==> src/rtl/sdac_pkg.sv <==
package sdac_pkg;
  localparam int CMD_W = 2;
  localparam int SEL_W = 3;

  typedef enum logic [CMD_W-1:0] {
    CMD_LOAD_STAGE = 2'b00,
    CMD_LOAD_BOTH  = 2'b01,
    CMD_PROMOTE    = 2'b10,
    CMD_EXTENDED   = 2'b11
  } cmd_e;
endpackage

==> src/rtl/sdac_sync.sv <==
module sdac_sync #(
  parameter int W = 1,
  parameter int STAGES = 2,
  parameter logic [W-1:0] RST_VAL = '0
) (
  input  logic         clk,
  input  logic         rst,
  input  logic [W-1:0] d,
  output logic [W-1:0] q
);
  logic [W-1:0] pipe [STAGES];

  always_ff @(posedge clk) begin
    if (rst) begin
      for (int i = 0; i < STAGES; i++) pipe[i] <= RST_VAL;
    end else begin
      pipe[0] <= d;
      for (int i = 1; i < STAGES; i++) pipe[i] <= pipe[i-1];
    end
  end

  assign q = pipe[STAGES-1];
endmodule

==> src/rtl/sdac_shifter.sv <==
module sdac_shifter #(
  parameter int FRAME_W = 16,
  parameter int SUB_W = 2,
  localparam int KEEP_W = FRAME_W - SUB_W,
  localparam int CNT_W = $clog2(FRAME_W) + 2
) (
  input  logic              clk,
  input  logic              rst,
  input  logic              cs_low,
  input  logic              cs_rise,
  input  logic              sclk_rise,
  input  logic              sclk_fall,
  input  logic              sdi_s,
  input  logic              mode1,
  output logic              frame_ok,
  output logic [KEEP_W-1:0] frame_word,
  output logic              chain_out
);
  localparam logic [CNT_W-1:0] CNT_MAX = '1;

  logic [FRAME_W-1:0] sr;
  logic [CNT_W-1:0]   cnt;

  always_ff @(posedge clk) begin
    if (rst) begin
      sr         <= '0;
      cnt        <= '0;
      frame_ok   <= 1'b0;
      frame_word <= '0;
      chain_out  <= 1'b0;
    end else begin
      frame_ok <= 1'b0;
      if (cs_rise) begin
        frame_ok   <= (cnt == CNT_W'(FRAME_W));
        frame_word <= sr[FRAME_W-1:SUB_W];
        cnt        <= '0;
      end else if (cs_low && sclk_rise) begin
        sr <= {sr[FRAME_W-2:0], sdi_s};
        if (cnt != CNT_MAX) cnt <= cnt + 1'b1;
        if (mode1) chain_out <= sr[FRAME_W-1];
      end else if (cs_low && sclk_fall && !mode1) begin
        chain_out <= sr[FRAME_W-1];
      end
    end
  end
endmodule

==> src/rtl/sdac_regs.sv <==
module sdac_regs
  import sdac_pkg::*;
#(
  parameter int CODE_W = 12,
  localparam int KEEP_W = CMD_W + CODE_W
) (
  input  logic              clk,
  input  logic              rst,
  input  logic              frame_ok,
  input  logic [KEEP_W-1:0] frame_word,
  input  logic              pdl_s,
  input  logic              pdl_fall,
  input  logic              shdn_rise,
  input  logic              clr_s,
  input  logic              rsel,
  output logic [CODE_W-1:0] dac_code,
  output logic              pwr_down,
  output logic              user_out,
  output logic              mode1
);
  localparam logic [CODE_W-1:0] MID = CODE_W'(1) << (CODE_W - 1);

  cmd_e              cmd;
  logic [CODE_W-1:0] data;
  logic [SEL_W-1:0]  sel;
  logic [CODE_W-1:0] stage_code;

  assign cmd  = cmd_e'(frame_word[KEEP_W-1 -: CMD_W]);
  assign data = frame_word[CODE_W-1:0];
  assign sel  = data[CODE_W-1 -: SEL_W];

  always_ff @(posedge clk) begin
    if (rst) begin
      stage_code <= rsel ? MID : '0;
      dac_code   <= rsel ? MID : '0;
      pwr_down   <= 1'b0;
      user_out   <= 1'b0;
      mode1      <= 1'b0;
    end else begin
      if (pdl_fall) pwr_down <= 1'b0;
      if (shdn_rise && pdl_s) pwr_down <= 1'b1;
      if (frame_ok) begin
        case (cmd)
          CMD_LOAD_STAGE: stage_code <= data;
          CMD_LOAD_BOTH: begin
            stage_code <= data;
            dac_code   <= data;
            pwr_down   <= 1'b0;
          end
          CMD_PROMOTE: begin
            dac_code <= stage_code;
            pwr_down <= 1'b0;
          end
          CMD_EXTENDED: begin
            if (!sel[2]) begin
              if (sel[1] && pdl_s) pwr_down <= 1'b1;
            end else begin
              case (sel[1:0])
                2'b00: user_out <= 1'b0;
                2'b01: user_out <= 1'b1;
                2'b10: mode1 <= 1'b1;
                default: mode1 <= 1'b0;
              endcase
            end
          end
          default: ;
        endcase
      end
      if (clr_s) begin
        dac_code <= rsel ? MID : '0;
        user_out <= 1'b0;
      end
    end
  end
endmodule

==> src/rtl/sdac_frontend.sv <==
module sdac_frontend #(
  parameter int CODE_W = 12,
  parameter int SUB_W = 2,
  parameter int SYNC_STAGES = 2,
  localparam int FRAME_W = sdac_pkg::CMD_W + CODE_W + SUB_W,
  localparam int KEEP_W = FRAME_W - SUB_W
) (
  input  logic              clk,
  input  logic              rst,
  input  logic              cs_n,
  input  logic              sclk,
  input  logic              sdi,
  input  logic              pdl,
  input  logic              shdn,
  input  logic              clr,
  input  logic              rsel,
  output logic [CODE_W-1:0] dac_code,
  output logic              pwr_down,
  output logic              user_out,
  output logic              chain_out
);
  logic [3:0] edge_q, edge_qd;
  logic [1:0] lvl_q;
  logic cs_low, cs_rise, sclk_rise, sclk_fall;
  logic pdl_s, pdl_fall, shdn_rise, sdi_s, clr_s;
  logic frame_ok, mode1;
  logic [KEEP_W-1:0] frame_word;

  sdac_sync #(.W(4), .STAGES(SYNC_STAGES), .RST_VAL(4'b0001)) u_sync_edge (
    .clk(clk), .rst(rst), .d({shdn, pdl, sclk, cs_n}), .q(edge_q)
  );

  sdac_sync #(.W(2), .STAGES(SYNC_STAGES), .RST_VAL(2'b00)) u_sync_lvl (
    .clk(clk), .rst(rst), .d({clr, sdi}), .q(lvl_q)
  );

  always_ff @(posedge clk) begin
    if (rst) edge_qd <= 4'b0001;
    else     edge_qd <= edge_q;
  end

  assign cs_low    = !edge_q[0];
  assign cs_rise   = edge_q[0] && !edge_qd[0];
  assign sclk_rise = edge_q[1] && !edge_qd[1];
  assign sclk_fall = !edge_q[1] && edge_qd[1];
  assign pdl_s     = edge_q[2];
  assign pdl_fall  = !edge_q[2] && edge_qd[2];
  assign shdn_rise = edge_q[3] && !edge_qd[3];
  assign sdi_s     = lvl_q[0];
  assign clr_s     = lvl_q[1];

  sdac_shifter #(.FRAME_W(FRAME_W), .SUB_W(SUB_W)) u_shift (
    .clk(clk), .rst(rst), .cs_low(cs_low), .cs_rise(cs_rise),
    .sclk_rise(sclk_rise), .sclk_fall(sclk_fall), .sdi_s(sdi_s),
    .mode1(mode1), .frame_ok(frame_ok), .frame_word(frame_word),
    .chain_out(chain_out)
  );

  sdac_regs #(.CODE_W(CODE_W)) u_regs (
    .clk(clk), .rst(rst), .frame_ok(frame_ok), .frame_word(frame_word),
    .pdl_s(pdl_s), .pdl_fall(pdl_fall), .shdn_rise(shdn_rise),
    .clr_s(clr_s), .rsel(rsel), .dac_code(dac_code), .pwr_down(pwr_down),
    .user_out(user_out), .mode1(mode1)
  );
endmodule

==> config.mk <==
export PLATFORM = sky130hd
export DESIGN_NAME = sdac_frontend
export DESIGN_NICKNAME = d
export VERILOG_FILES = /design/src/rtl/sdac_pkg.sv /design/src/rtl/sdac_sync.sv /design/src/rtl/sdac_shifter.sv /design/src/rtl/sdac_regs.sv /design/src/rtl/sdac_frontend.sv
export SDC_FILE = /design/constraint.sdc
export NUM_CORES = 1
export LEC_CHECK = 0
export ABC_AREA = 1
export BUFFER_PORTS_ARGS = -buffer_cell sky130_fd_sc_hd__buf_4
export CAP_MARGIN = 10
export CELL_PAD_IN_SITES_DETAIL_PLACEMENT = 1
export CELL_PAD_IN_SITES_GLOBAL_PLACEMENT = 2
export CORE_MARGIN = 4
export CORE_UTILIZATION = 37
export CTS_CLUSTER_DIAMETER = 60
export CTS_CLUSTER_SIZE = 16
export DETAILED_ROUTE_END_ITERATION = 8
export GPL_ROUTABILITY_DRIVEN = 0
export PLACE_DENSITY_LB_ADDON = 0.08
export SYNTH_ARGS = -nofsm -noshare
export SYNTH_HDL_FRONTEND = slang
export SYNTH_SLANG_ARGS = --single-unit
==> constraint.sdc <==
create_clock -name clk -period 1.85 [get_ports clk]
set_clock_uncertainty 0.05 [all_clocks]
set_input_delay 0.185 -clock clk [delete_from_list [all_inputs] [get_ports clk]]
set_output_delay 0.185 -clock clk [all_outputs]
set_load 0.01 [all_outputs]
* Word level (Yosys, flattened, before mapping)
Memories as Yosys holds them, arrays and structs flattened.
Cells that the tools add are included.
** Word-level totals
- Flip-flop bits (word level) :: 69
- Bits in writable memories :: 12
- Input port bits :: 9
- Word-level logic and storage cells :: 92
- Memories kept :: 2
** Memory list
- u_sync_edge.pipe :: depth 2, width 4, read ports 2, clocked after memory_dff 0, write ports 2, RTL line sdac_sync.sv:11 : logic [W-1:0] pipe [STAGES];
- u_sync_lvl.pipe :: depth 2, width 2, read ports 2, clocked after memory_dff 0, write ports 2, RTL line sdac_sync.sv:11
** Operators by class
- Add/sub/neg operators :: 1
- Eq/ne operators :: 8
- Mux-type cells :: 26
- Bitwise gates (word level) :: 6
- Reductions and logical operators :: 38
** Operators by type and width (count)
- $mux W12 :: 7
- $pmux W12 S2 :: 1
- $reduce_or A2 Y1 :: 6
- $mux W1 :: 11
- $logic_and A1 B1 Y1 :: 10
- $mux W4 :: 2
- $reduce_and A2 Y1 :: 4
- $reduce_and A4 Y1 :: 2
- $reduce_bool A2 Y1 :: 4
- $logic_not A1 Y1 :: 7
- $add A6 B1 Y6 const B :: 1
- $eq A2 B2 Y1 const B :: 3
- $eq A6 B5 Y1 const B :: 1
- $ne A6 B6 Y1 const B :: 1
- $pmux W1 S2 :: 3
- $eq A2 B1 Y1 const B :: 2
- $logic_not A2 Y1 :: 2
- $mux W2 :: 2
- $or A1 B1 Y1 :: 4
- $reduce_bool A4 Y1 :: 1
- $reduce_and A3 Y1 :: 1
- $reduce_bool A3 Y1 :: 1
- $ne A2 B1 Y1 const B :: 1
- $not A1 Y1 :: 2

* Longest topological paths before layout
- Depth in word-level cells :: 8
- Gate-level depth with buffers :: 8
- Depth with buffers taken out :: 8

* By module
A second synthesis with hierarchy kept.
** Unflattened totals
- Cell total of the unflattened synthesis :: 359
- Area, all modules :: 3284.4 sq um
** Modules (own cells, without submodules)
- sdac_shifter :: instances 1, cells an instance 179, area each 1480.2 sq um, seq. area each 760.7 sq um
- sdac_regs :: instances 1, cells an instance 117, area each 1285.0 sq um, seq. area each 780.7 sq um
- sdac_sync (u_sync_edge) :: instances 1, cells an instance 29, area each 254.0 sq um, seq. area each 160.2 sq um
- sdac_frontend :: instances 1, cells an instance 20, area each 140.1 sq um, seq. area each 80.1 sq um
- sdac_sync (u_sync_lvl) :: instances 1, cells an instance 14, area each 125.1 sq um, seq. area each 80.1 sq um

* Worst setup path before layout
OpenSTA, ideal clock, no wires.
- Path type :: register to register
- Start point :: register u_shift.frame_word[12]
- End point :: register u_regs.dac_code[0] (enable)
- Setup time :: 350 ps
- Arrival time :: 998 ps
- Setup slack :: 451 ps
- Cell stages (with the launch flop) :: 5
- Clock period less this slack :: 1399 ps
- Path through :: dfxtp_1 > inv_1 > ha_1 > nand2_1 > nand2_1
** Between the ends
- Cells in the longest elaborated chain, start to end :: 3
** Ends and longest elaborated chain
- start: declaration :: RTL line sdac_shifter.sv:16 : output logic [KEEP_W-1:0] frame_word,
- start signal: assignment :: RTL line sdac_shifter.sv:35 : frame_word <= sr[FRAME_W-1:SUB_W];
- $eq A2 B2 Y1 / $eq A2 B1 Y1 (equally long branches) :: RTL line sdac_regs.sv:43 : case (cmd)
- $reduce_bool A4 Y1 (no line) (*)
- $reduce_and A2 Y1 (no line) (*)
- end signal: assignment :: RTL line sdac_regs.sv:35 : dac_code <= rsel ? MID : '0;
- end signal: assignment :: RTL line sdac_regs.sv:47 : dac_code <= data;
- end signal: assignment :: RTL line sdac_regs.sv:51 : dac_code <= stage_code;
- end: declaration :: RTL line sdac_regs.sv:16 : output logic [CODE_W-1:0] dac_code,
Mark *: on every way between the ends. The rest lies on a longest branch, timed or not.
A chain may end at the register's enable or synchronous reset.

* Worst setup path after layout
Ends and elaborated chain as after synthesis.

==> results.py <==
metrics = {
    "floorplanning": {
        "rows": 33,
        "initial_core_util": 0.379,
        "die_y_um": 99.8,
        "die-area_sq_um": 9960,
        "die_width_um": 99.8,
        "core_sq_um": 8220,
        "ios": 24,
    },
    "yosys": {
        "ys.flop_type": "dfxtp_1",
        "synth_nets": 348,
        "ys_async_sr_fraction": 0,
        "synth.distinct_cells": 28,
        "seq_area_frac_synth": 0.597,
        "yosysTopAreaCell": "dfxtp_1",
        "netlist.area_leader.share": 0.366,
        "synth_area_sq_um": 3120,
        "ys_top_cells_by_count": "dfxtp_1, inv_1, nor2_1",
        "syn_inst": 333,
        "synth-edff-count": 24,
        "ys_seq_elements": 81,
        "yosys-top-cells-area": "dfxtp_1, edfxtp_1, inv_1",
        "syn_area_per_cell_sq_um": 9.36,
        "yosysWarnings": 0,
    },
    "detailed_routing": {
        "via_per_inst": 4.71,
        "wl_per_cell_um": 13.0,
        "drt_pass1_iterations": 4,
        "drc": 0,
        "vias": 2239,
        "ant_nets": 0,
        "drt_iter0_drc": 44,
        "routed_wl_um": 6180,
    },
    "power": {
        "p_leak_nw": 1.41,
        "power_density_nw_per_um2": 917,
        "total_power_mw": 3.35,
        "peakVddDrop_mv": 0.284,
    },
    "min_path": {
        "hold_path.class": "in2reg",
    },
    "sta": {
        "slew_violations": 0,
        "fmax_ghz": 0.630,
        "rsz0062_at_grt": "false",
        "tightest_slew_ns": 0.469,
        "timing.final.crit_share": 0.858,
        "finalHoldViolCount": 0,
        "setup_viol": 0,
        "setup_slack_ns": 0.262,
        "fin_crit_ns": 1.59,
        "slew_headroom": 0.686,
        "fin_setup_tns_ns": 0,
    },
    "worst_setup_path": {
        "criticalPathCategory": "reg2reg",
        "crit_path_start_kind": "flop",
        "cp-end-kind": "flop",
        "path_cells": "inv_1 -> ha_1 -> nand2_1 -> nand2_1",
        "cp_max_fo": 12,
        "cp.arrival_ns": 1.53,
        "critPathMostFrequentCell": "nand2_1",
        "cpPeakStageDelay_ns": 0.37,
        "slowest_stage": "dfxtp_1",
        "required_ns": 1.80,
    },
    "cts": {
        "root_buffer": "clkbuf_8",
        "tritoncts.num_buffers": 9,
        "clkSinkCount": 81,
        "cts_htree_levels": 3,
        "cts_buffer_depth": 2,
        "tritoncts": "yes",
        "clock_latency_ns": 0.34,
        "cts_resized": 0,
        "cts.clk_slew.worst_paths_ns": 0.08,
    },
    "run": {
        "cap_viol_max_count": 0,
    },
    "grt": {
        "grt_antenna_before_repair": 0,
        "grt_pass1_wl_um": 10600,
        "gr-usage-all-layers": 0.135,
        "grt_max_degree": 24,
        "overflow": 0,
        "grt_pass1_vias": 2236,
    },
    "final_layout": {
        "fin_nets": 380,
        "design_area_sq_um": 3650,
        "synthToLayoutAreaGrowth_pct": 17.2,
        "drive_above_1_share": 0.168,
        "num_antenna_cells": 0,
    },
    "placed_design": {
        "pre_cts_slack_ns": 0.254,
        "port_buffers": 23,
        "place_area_sq_um": 3390,
        "dpl.hpwl_um": 4420,
    },
    "outcome": {
        "status": "finished, final reports clean",
    },
}
## critical path: cells and delay by family, from the launching register on
| kind | cells | cell delay, ns |
|---|---|---|
| and+or+nand+nor | 2 | 0.43 |
| adders and majority gates | 1 | 0.29 |
| DFF | 1 | 0.37 |
| buffers and inverters | 1 | 0.09 |
## layout make-up
| class | instances | area (sq um) |
|---|---|---|
| repair buffers | 35 | 290 |
| fillers | 970 | 4560 |
| flip-flops and latches | 81 | 1860 |
| multi-input cells | 178 | 945 |
| clock inverters | 7 | 76.3 |
| clock buffers | 9 | 124 |
| well taps | 105 | 131 |
| inverters | 60 | 225 |
## metrics by stage
step,cells,utilization,hold WS [ns]
2_1_floorplan,333,-,0.239
3_3_place_gp,453,0.413,0.321
3_5_place_dp,453,0.413,0.324
4_1_cts,475,0.445,0.0752
5_1_grt,475,0.445,0.0956
6_report,475,0.445,0.0878
## path summary, 6_finish.rpt
check	end	from	depth (start not counted)	slack, ns
setup / recovery	u_regs.dac_code[0]	u_shift.frame_word[12]	4	0.26
hold / removal	u_regs.dac_code[11]	rsel	3	0.09
setup reg to reg	u_regs.dac_code[0]	u_shift.frame_word[12]	4	0.26
hold reg to reg	u_sync_edge.pipe[0][6]	u_sync_edge.pipe[0][2]	2	0.36
## cells by family (layout without fill, tap and decap cells)
group	after synthesis	after routing	synth area share
simple gates	89	89	0.134
compound gates	82	82	0.142
flops	81	81	0.597
buf+inv	74	111	0.0996
fa+ha+maj	6	6	0.0241
xor+xnor	1	1	0.00281
## routing by layer
layer,up-vias,wire length (um),GRT usage
li1,1147,-,-
met1,1054,2920,0.168
met2,29,2920,0.227
met3,9,242,0.0250
met4,0,104,0.0599
met5,-,0,0
## power breakdown
| part | switching (mW) | internal, mW |
|---|---|---|
| sequential | 0.0131 | 1.86 |
| clock | 0.681 | 0.636 |
| combinational | 0.0903 | 0.0641 |
| total | 0.785 | 2.56 |
## registers in the layout (all words and copies together), names as in the netlist, 4 cells and up
register,cells
u_regs.stage_code,12
u_sync_lvl.pipe,4
u_shift.cnt,6
u_regs.dac_code,12
u_shift.sr,16
edge_qd,4
u_shift.frame_word,14
u_sync_edge.pipe,8
## placed cells by master (no fill, tap or decap), drive strengths merged
| cell type | n |
|---|---|
| o22ai | 14 |
| o21ai | 33 |
| ha | 6 |
| buf | 29 |
| nor3 | 1 |
| clkbuf | 9 |
| dfxtp | 57 |
| dlygate4sd3 | 6 |
| nand3b | 1 |
| nand2 | 32 |
| o211ai | 1 |
| or2 | 2 |
| nor4 | 1 |
| edfxtp | 24 |
| nand3 | 7 |
| xor2 | 1 |
| nor2 | 41 |
| a21oi | 32 |
| clkinvlp | 2 |
| bufinv | 1 |
| clkinv | 1 |
| a211oi | 2 |
| inv | 63 |
| nand4 | 4 |
## timing repair
item	in CTS	in global routing
hold endpoints to repair	6	0
setup buffers	0	0
hold buffers	6	0
Note: power is estimated with default switching activity, not from simulation.
